--- config.mk ---
export PLATFORM = sky130hd
export DESIGN_NAME = sic_ctrl
export DESIGN_NICKNAME = d
export VERILOG_FILES = /design/src/rtl/sic_pkg.sv /design/src/rtl/sic_sync.sv /design/src/rtl/sic_src_cell.sv /design/src/rtl/sic_route.sv /design/src/rtl/sic_ctrl.sv
export SDC_FILE = /design/constraint.sdc
export NUM_CORES = 1
export LEC_CHECK = 0
export BUFFER_PORTS_ARGS = -buffer_cell sky130_fd_sc_hd__buf_2
export CORE_ASPECT_RATIO = 1.4
export CORE_UTILIZATION = 53
export DETAILED_ROUTE_END_ITERATION = 16
export PLACE_DENSITY = 0.81
export SETUP_SLACK_MARGIN = 0.05
export SLEW_MARGIN = 20
export SYNTH_ARGS = -nofsm -noshare
export SYNTH_HDL_FRONTEND = slang
export SYNTH_SLANG_ARGS = --single-unit
export TNS_END_PERCENT = 20
--- constraint.sdc ---
create_clock -name clk -period 2.64 [get_ports clk]
set_input_delay 0.528 -clock clk [delete_from_list [all_inputs] [get_ports clk]]
set_output_delay 0.528 -clock clk [all_outputs]
set_load 0.01 [all_outputs]
--- src/rtl/sic_pkg.sv ---
package sic_pkg;
  localparam int unsigned AW   = 8;
  localparam int unsigned DW   = 32;
  localparam logic [AW-1:0] A_PEND  = 8'h00;
  localparam logic [AW-1:0] A_MASK  = 8'h04;
  localparam logic [AW-1:0] A_SMASK = 8'h08;
  localparam logic [AW-1:0] A_RMASK = 8'h0C;
  localparam logic [AW-1:0] A_POL   = 8'h10;
  localparam logic [AW-1:0] A_TRIG  = 8'h14;
  localparam logic [AW-1:0] A_DUAL  = 8'h18;
  localparam logic [AW-1:0] A_CMD   = 8'h1C;
  localparam logic [AW-1:0] A_ROUTE = 8'h40;
  localparam logic [AW-1:0] A_PIN   = 8'h80;
  localparam int unsigned CMD_SET_BIT = 31;
  localparam int unsigned PIN_EN_BIT  = 31;
endpackage

--- src/rtl/sic_sync.sv ---
module sic_sync #(
  parameter int unsigned W = 8
) (
  input  logic         clk,
  input  logic         rst_n,
  input  logic [W-1:0] d,
  output logic [W-1:0] q
);
  logic [W-1:0] stage1;

  always_ff @(posedge clk) begin
    if (!rst_n) begin
      stage1 <= '0;
      q      <= '0;
    end else begin
      stage1 <= d;
      q      <= stage1;
    end
  end
endmodule

--- src/rtl/sic_src_cell.sv ---
module sic_src_cell (
  input  logic clk,
  input  logic rst_n,
  input  logic in_s,
  input  logic pol,
  input  logic trig,
  input  logic dual,
  input  logic sw_set,
  input  logic sw_clr,
  output logic pend
);
  logic prev;
  logic latch;
  logic edge_hit;

  // Single edge: rising of the polarity-corrected input; dual: any change.
  assign edge_hit = dual ? (in_s ^ prev) : ((in_s ^ pol) & ~(prev ^ pol));

  always_ff @(posedge clk) begin
    if (!rst_n) begin
      prev  <= 1'b0;
      latch <= 1'b0;
    end else begin
      prev <= in_s;
      if ((edge_hit && trig) || sw_set) latch <= 1'b1;
      else if (sw_clr)                  latch <= 1'b0;
    end
  end

  assign pend = trig ? latch : ((in_s ^ pol) | latch);
endmodule

--- src/rtl/sic_route.sv ---
module sic_route #(
  parameter int unsigned N_SRC = 8,
  parameter int unsigned N_CTX = 2,
  parameter int unsigned CW    = 1
) (
  input  logic [N_SRC-1:0]         active,
  input  logic [N_SRC-1:0][CW-1:0] route,
  output logic [N_CTX-1:0]         req
);
  for (genvar c = 0; c < N_CTX; c++) begin : g_ctx
    logic [N_SRC-1:0] hit;
    always_comb begin
      for (int i = 0; i < N_SRC; i++) hit[i] = active[i] && (route[i] == CW'(c));
    end
    assign req[c] = |hit;
  end
endmodule

--- src/rtl/sic_ctrl.sv ---
module sic_ctrl
  import sic_pkg::*;
#(
  parameter int unsigned N_SRC = 40,
  parameter int unsigned N_CTX = 2,
  parameter int unsigned PIN_W = 3
) (
  input  logic             clk,
  input  logic             rst_n,
  input  logic [N_SRC-1:0] src_in,
  input  logic             bus_wr,
  input  logic             bus_rd,
  input  logic [7:0]       bus_addr,
  input  logic [31:0]      bus_wdata,
  output logic [31:0]      bus_rdata,
  output logic             bus_rvalid,
  output logic [N_CTX-1:0] ctx_irq
);
  localparam int unsigned NW   = (N_SRC + 31) / 32;
  localparam int unsigned NPAD = NW * 32;
  localparam int unsigned CW   = (N_CTX > 1) ? $clog2(N_CTX) : 1;

  logic [N_SRC-1:0]            src_s;
  logic [N_SRC-1:0]            mask_q, pol_q, trig_q, dual_q, pin_en_q, pend;
  logic [N_SRC-1:0][CW-1:0]    route_q;
  logic [N_SRC-1:0][PIN_W-1:0] pin_num_q;
  logic                        cmd_hit, cmd_set;
  logic [30:0]                 cmd_num;
  logic [31:0]                 rd_next;
  logic [NPAD-1:0]             pend_pad, mask_pad, pol_pad, trig_pad, dual_pad;

  sic_sync #(.W(N_SRC)) u_sync (.clk(clk), .rst_n(rst_n), .d(src_in), .q(src_s));

  assign cmd_hit = bus_wr && (bus_addr == A_CMD);
  assign cmd_set = bus_wdata[CMD_SET_BIT];
  assign cmd_num = bus_wdata[30:0];

  for (genvar i = 0; i < N_SRC; i++) begin : g_src
    localparam int unsigned WI = i / 32;
    localparam int unsigned BI = i % 32;
    localparam logic [7:0] AS = 8'(A_SMASK + WI);
    localparam logic [7:0] AR = 8'(A_RMASK + WI);
    localparam logic [7:0] AP = 8'(A_POL + WI);
    localparam logic [7:0] AT = 8'(A_TRIG + WI);
    localparam logic [7:0] AD = 8'(A_DUAL + WI);
    localparam logic [7:0] AO = 8'(A_ROUTE + i);
    localparam logic [7:0] AM = 8'(A_PIN + i);
    logic sel;

    assign sel = cmd_hit && (cmd_num == 31'(i));

    always_ff @(posedge clk) begin
      if (!rst_n) begin
        mask_q[i]    <= 1'b0;
        pol_q[i]     <= 1'b0;
        trig_q[i]    <= 1'b0;
        dual_q[i]    <= 1'b0;
        route_q[i]   <= '0;
        pin_en_q[i]  <= 1'b0;
        pin_num_q[i] <= '0;
      end else if (bus_wr) begin
        if (bus_addr == AS && bus_wdata[BI]) mask_q[i] <= 1'b1;
        if (bus_addr == AR && bus_wdata[BI]) mask_q[i] <= 1'b0;
        if (bus_addr == AP) pol_q[i]  <= bus_wdata[BI];
        if (bus_addr == AT) trig_q[i] <= bus_wdata[BI];
        if (bus_addr == AD) dual_q[i] <= bus_wdata[BI];
        if (bus_addr == AO) route_q[i] <= bus_wdata[CW-1:0];
        if (bus_addr == AM) begin
          pin_en_q[i]  <= bus_wdata[PIN_EN_BIT];
          pin_num_q[i] <= bus_wdata[PIN_W-1:0];
        end
      end
    end

    sic_src_cell u_cell (
      .clk(clk), .rst_n(rst_n), .in_s(src_s[i]),
      .pol(pol_q[i]), .trig(trig_q[i]), .dual(dual_q[i]),
      .sw_set(sel && cmd_set), .sw_clr(sel && !cmd_set),
      .pend(pend[i])
    );
  end

  sic_route #(.N_SRC(N_SRC), .N_CTX(N_CTX), .CW(CW)) u_route (
    .active(pend & mask_q), .route(route_q), .req(ctx_irq)
  );

  assign pend_pad = NPAD'(pend);
  assign mask_pad = NPAD'(mask_q);
  assign pol_pad  = NPAD'(pol_q);
  assign trig_pad = NPAD'(trig_q);
  assign dual_pad = NPAD'(dual_q);

  always_comb begin
    rd_next = '0;
    for (int k = 0; k < NW; k++) begin
      if (bus_addr == 8'(A_PEND + k)) rd_next = pend_pad[k*32 +: 32];
      if (bus_addr == 8'(A_MASK + k)) rd_next = mask_pad[k*32 +: 32];
      if (bus_addr == 8'(A_POL + k))  rd_next = pol_pad[k*32 +: 32];
      if (bus_addr == 8'(A_TRIG + k)) rd_next = trig_pad[k*32 +: 32];
      if (bus_addr == 8'(A_DUAL + k)) rd_next = dual_pad[k*32 +: 32];
    end
    for (int i = 0; i < N_SRC; i++) begin
      if (bus_addr == 8'(A_ROUTE + i)) rd_next = 32'(route_q[i]);
      if (bus_addr == 8'(A_PIN + i)) begin
        rd_next = 32'(pin_num_q[i]);
        rd_next[PIN_EN_BIT] = pin_en_q[i];
      end
    end
  end

  always_ff @(posedge clk) begin
    if (!rst_n) begin
      bus_rdata  <= '0;
      bus_rvalid <= 1'b0;
    end else begin
      bus_rvalid <= bus_rd;
      if (bus_rd) bus_rdata <= rd_next;
    end
  end
endmodule

# Yosys cells after proc, flatten, opt, wreduce, memory -nomap -nowiden
# Cells that the tools add are included.
# op_classes
n_eq_ne,133
mux,330
bitwise,281
reduce_logical,572
# ops
op,count
32-bit two-way mux,90
"31-bit by 5-bit equality test with 1-bit output, second input constant",16
1-bit logical AND,321
"8-bit by 7-bit equality test with 1-bit output, second input constant",40
"8-bit equality test, second input constant",40
2-bit AND reduction,126
"31-bit by 4-bit equality test with 1-bit output, second input constant",8
"31-bit by 6-bit equality test with 1-bit output, second input constant",8
1-bit two-way mux,240
2-bit nonzero test,80
"31-bit by 3-bit equality test with 1-bit output, second input constant",4
1-bit XOR,120
1-bit NOT,80
40-bit OR reduction,2
"31-bit by 2-bit equality test with 1-bit output, second input constant",2
"8-bit by 5-bit equality test with 1-bit output, second input constant",7
1-bit AND,40
40-bit AND,1
1-bit logical OR,40
1-bit bitwise OR,40
"8-bit by 4-bit equality test with 1-bit output, second input constant",4
"31-bit by 1-bit equality test with 1-bit output, second input constant",1
31-bit logical NOT,1
"8-bit by 3-bit equality test with 1-bit output, second input constant",2
3 further kinds,3
# totals
ff_bits,553
output_inout_bits,35

# Logic depth before layout (Yosys ltp)
# depth
word_depth,93
mapped_depth,12
depth_no_buf,8

# Modules after synthesis
# Synthesis repeated with hierarchy kept, for this count alone.
# hier_totals
hier_cells,3303
hier_area_um2,26271.4
# modules_own_cells
mod,n_inst,cells_each,area_per_inst_um2,seq_area_each_um2
sic_ctrl,1,2528,19137.1,7867.5
sic_src_cell,40,13,110.1,40.0
sic_sync,1,168,2213.4,1601.5
sic_route,1,87,516.7,0.0

# Worst setup path before layout
# Ideal clock, no wire load.
# synth_timing
path_type,input -> register
startpoint,input port bus_addr[5]
endpoint,register g_src[4].u_cell.latch
setup_ns,0.120
arrival_ns,2.596
t_required_ns,2.520
slack_ns,-0.077
stages,11
path_buffers,3
path_cell_list,buf_2 buf_2 nor4b_1 nand4_1 nor2_2 or4b_1 buf_2 nor3b_4 nand2_1 mux2i_1 a21boi_1
# synth_between
elab_chain_len,6
word_cells_on_any_way,8
classes_between,1 x eq/ne; 1 x mux; 6 x reduce/logical
# synth_lines
element,line,text
from (decl),sic_ctrl.sv:13,"input logic [7:0] bus_addr,"
8-bit by 5-bit equality test with 1-bit output *,sic_ctrl.sv:34,assign cmd_hit = bus_wr && (bus_addr == A_CMD);
1-bit logical AND *,sic_ctrl.sv:34,
1-bit logical AND *,sic_ctrl.sv:50,assign sel = cmd_hit && (cmd_num == 31'(i));
1-bit logical AND,sic_ctrl.sv:78,".sw_set(sel && cmd_set), .sw_clr(sel && !cmd_set),"
1-bit logical OR,sic_src_cell.sv:25,if ((edge_hit && trig) || sw_set) latch <= 1'b1;
1-bit two-way mux or 2-bit nonzero test (tied branches),n/a,
to (signal assigned),sic_src_cell.sv:22,latch <= 1'b0;
to (signal assigned),sic_src_cell.sv:25,
to (signal assigned),sic_src_cell.sv:26,else if (sw_clr) latch <= 1'b0;
to (decl),sic_src_cell.sv:13,logic latch;
# Mark *: on every way between the ends. The rest lies on a longest branch, timed or not.
# A chain may end at the register's enable or synchronous reset.

# Final worst setup path
# layout_timing
startpoint,register u_sync.q[33]
endpoint,output port ctx_irq[0]
# layout_between
elab_chain_len,6
# layout_lines
element,line,text
from (decl),sic_sync.sv:7,output logic [W-1:0] q
from (signal assigned),sic_sync.sv:17,q <= stage1;
1-bit XOR,sic_src_cell.sv:30,assign pend = trig ? latch : ((in_s ^ pol) | latch);
1-bit bitwise OR,sic_src_cell.sv:30,
1-bit two-way mux,sic_src_cell.sv:30,
40-bit AND,sic_ctrl.sv:84,".active(pend & mask_q), .route(route_q), .req(ctx_irq)"
1-bit logical AND,sic_route.sv:13,for (int i = 0; i < N_SRC; i++) hit[i] = active[i] && (route[i] == CW'(c));
40-bit OR reduction,sic_route.sv:15,assign req[c] = |hit;
to (decl),sic_ctrl.sv:17,output logic [N_CTX-1:0] ctx_irq
# No other way between the ends.

==> flow_summary_export.csv <==
group,metric,value,unit
synthesis,ys_seq_elements,553,
clock_network,postCtsHoldBufs,0,
critical_path,worst_setup_path_end_kind,"primary output",
final_layout,area_growth,22.8,%
synthesis,netlist_instances,3137,
sta,worstMarginPinSlew,950,ps
sta,slew_headroom,36.7,%
route,num_vias,26600,
die,pin_count,119,
power,power.leakage,11.9,nW
run_status,violations,"setup timing",
final_layout,nets,3504,
placement,place_hpwl,78500,um
route,avgRoutedWirePerCell,26.8,um
route,dr.pass1.iters,10,
die,coreArea,48300,um^2
sta,finalHoldViolations,0,
clock_network,clockBufferDepth,3,
sta,final-setup-viol-count,2,
die,dieArea,50100,um^2
synthesis,synth_fp_nets,3221,
clock_network,cts_buffers,52,
grt,grt_pass1_wl,162000,um
critical_path,worst_path_max_delay_cell,"dfxtp_4",
grt,grt_pass1_vias,26400,
placement,port-buffer-count,118,
power,irDropWorstVdd,0.611,mV
synthesis,synth.yosys.seq_area_share,42.5,%
synthesis,ys_types,72,
placement,place_congestion,1.01,
worst_hold_path,hold_depth,2,
sta,max_freq,0.355,GHz
die,dieWidth,189,um
die,die_height,264,um
critical_path,cp.required,2110,ps
sta,final.period_utilization,107,%
synthesis,synth_edf_count,0,
route,routed_wirelength,110000,um
clock_network,worst_skew_pair.late_latency,630,ps
die,initial_core_util,54.0,%
critical_path,worstPathArrival,2290,ps
synthesis,yosys_warnings,0,
sta,post-route-min-period,2810,ps
power,pwr_density_cell,551,nW/um^2
run,drv_cap,0,
sta,setup-tns-final,-309,ps
synthesis,syn-mean-instance-area,8.30,um^2
critical_path,reg2regPathDepth,9,
synthesis,ys.flop_type,"dfxtp_1",
synthesis,netlist_area,26100,um^2
sta,drv_slew,0,
final_layout,fill_cells,3813,
run_status,outcome,"finished with violations",
sta,finClkSkew,33.7,ps
grt,globalRoute.totalOverflow,0,
route,drt_iter0_drc,2612,
critical_path,crit_chain,"xnor2_2, o21bai_2, nand2_2, o22ai_2, nor4_2, and3_1, nand3_2, buf_6",
grt,grt_usage,43.0,%
clock_network,cts_root_buf,"clkbuf_16",
synthesis,async_reset_ff_share,0,%
grt,grt_max_degree,172,
clock_network,htree_levels,2,
route,remaining_drc_errors,0,
final_layout,drive_above_1_share,20.1,%
clock_network,cts_tree,"built",
route,ant_nets,0,
clock_network,clkSlewWorstSetupHoldPaths,60,ps
worst_hold_path,hp-class,"input port to flip-flop",
clock_network,cts.sinks,553,
sta,hold_ws,99.4,ps
critical_path,start_kind,"flip-flop",
sta,rsz0062_at_grt,"yes",
critical_path,worstSetupPathType,"flip-flop to primary output",
die,rows,95,
sta,setup_ws,-173,ps
grt,grt_antenna_before_repair,0,
critical_path,cpPeakStageDelay,360,ps
route,via_per_inst,6.49,
critical_path,path_max_fanout,3,
==> stage by stage <==
stage | util (%) | power (W) | cells | setup WS, ps | area, um^2
6_report | 66.3 | 0.0176 | 4090 | -173 | 32000
5_1_grt | 66.3 | 0.0180 | 4089 | -230 | 32000
4_1_cts | 65.9 | 0.0176 | 4088 | -170 | 31800
3_5_place_dp | 61.8 | 0.00994 | 3993 | -400 | 29800
3_3_place_gp | 61.8 | 0.00992 | 3993 | -365 | 29800
2_1_floorplan | - | 0.00929 | 3137 | -35.2 | 26100
==> registers in the layout, indices dropped and copies added (netlist names) <==
register,count
route_q,40
pin_num_q,120
u_sync.stage1,40
bus_rdata,32
g_src.u_cell.latch,40
g_src.u_cell.prev,40
bus_rvalid,1
pol_pad,40
pin_en_q,40
mask_pad,40
trig_pad,40
dual_pad,40
u_sync.q,40
==> area by class of cell <==
cell class	count	area [um^2]	share of cell area [%]
sequential	553	11100	34.8
clock inverter	22	305	0.954
tap	630	788	2.46
timing repair buffer	485	3930	12.3
clock buffer	71	1420	4.45
antenna	1	2.50	0.00782
inverter	27	101	0.317
multi-input combinational	2301	14300	44.7
==> synthesized netlist by cell type (12+ instances only) <==
cell type / count / area share, %
nand2b_1: 15 / 0.36
o211ai_1: 43 / 1.2
xor2_1: 40 / 1.3
o21bai_1: 39 / 1.1
a31oi_1: 32 / 0.77
a222oi_1: 30 / 1.2
nor2b_1: 40 / 0.96
nand2_1: 600 / 8.6
inv_1: 26 / 0.37
buf_1: 22 / 0.32
and2_1: 127 / 3.0
a22o_1: 13 / 0.44
nor3_1: 25 / 0.48
dfxtp_1: 553 / 42
buf_2: 21 / 0.40
clkbuf_1: 200 / 2.9
a221oi_1: 46 / 1.5
xnor2_1: 79 / 2.7
mux2i_1: 71 / 2.7
o22ai_1: 51 / 1.2
nor2_1: 91 / 1.3
a21boi_0: 327 / 9.4
a22oi_1: 51 / 1.5
nor4_1: 22 / 0.53
a21oi_1: 67 / 1.3
o21ai_0: 101 / 1.9
nand3_1: 253 / 4.9
a32oi_1: 12 / 0.40
nand4_1: 24 / 0.58
==> logic make-up (layout without fill, tap and decap cells) <==
| family | Yosys count | in the layout | synth area share [%] |
|---|---|---|---|
| xor+xnor | 119 | 119 | 4.00 |
| mux | 71 | 71 | 2.73 |
| buf+inv | 283 | 605 | 4.42 |
| compound gates | 867 | 867 | 23.8 |
| other cells | 0 | 1 | 0 |
| simple gates | 1244 | 1244 | 22.5 |
| flops | 553 | 553 | 42.5 |
==> worst paths after layout <==
| path | start | end | slack (ps) |
|---|---|---|---|
| hold reg to reg | u_sync.stage1[26] | u_sync.q[26] | 400 |
| setup / recovery | u_sync.q[33] | ctx_irq[0] | -170 |
| hold / removal | src_in[32] | u_sync.stage1[32] | 100 |
| setup reg to reg | pin_num_q[63] | bus_rdata[0] | 300 |
==> routing by layer <==
layer	wire [um]	vias to the layer above	global-route usage, %	part of all wire [%]
li1	-	11700	-	-
met2	51700	1653	72.0	47
met4	11800	0	38.6	11
met3	8910	584	6.47	8.1
met1	37400	12600	46.8	34
met5	0	-	0	0
==> worst max-delay path: cells and delay by family (launching register included) <==
kind	cells	cell delay (ps)
xor gates and xnor gates	1	170
AOI/OAI and AO/OA	2	230
and+or+nand+nor	4	750
buffers and inverters	1	150
DFF	1	360
==> power by group <==
part           internal (W)  switching [W]  leakage, nW
clock network       0.00437        0.00343        0.844
registers           0.00842      0.0000708         4.49
logic              0.000524       0.000799         6.56
total                0.0133        0.00430         11.9
==> cells in the final DEF (no fill, tap or decap), types with 52 or more instances in the layout <==
| cell type | synthesis | final |
|---|---|---|
| nand2_1 | 600 | 594 |
| dfxtp_1 | 553 | 516 |
| a21boi_0 | 327 | 327 |
| buf_4 | 6 | 322 |
| nand3_1 | 253 | 248 |
| and2_1 | 127 | 125 |
| buf_2 | 21 | 116 |
| o21ai_0 | 101 | 100 |
| nor2_1 | 91 | 85 |
| mux2i_1 | 71 | 71 |
| xnor2_1 | 79 | 67 |
| a21oi_1 | 67 | 67 |
| clkbuf_16 | 0 | 52 |
==> repair_timing <==
| item | CTS | global route |
|---|---|---|
| buffers inserted | 2 | 1 |
| pin swaps | 13 | 13 |
| endpoints found under the setup margin | 2 | 22 |
| resized for setup | 68 | 44 |
Note: power is estimated with default switching activity, not from simulation.
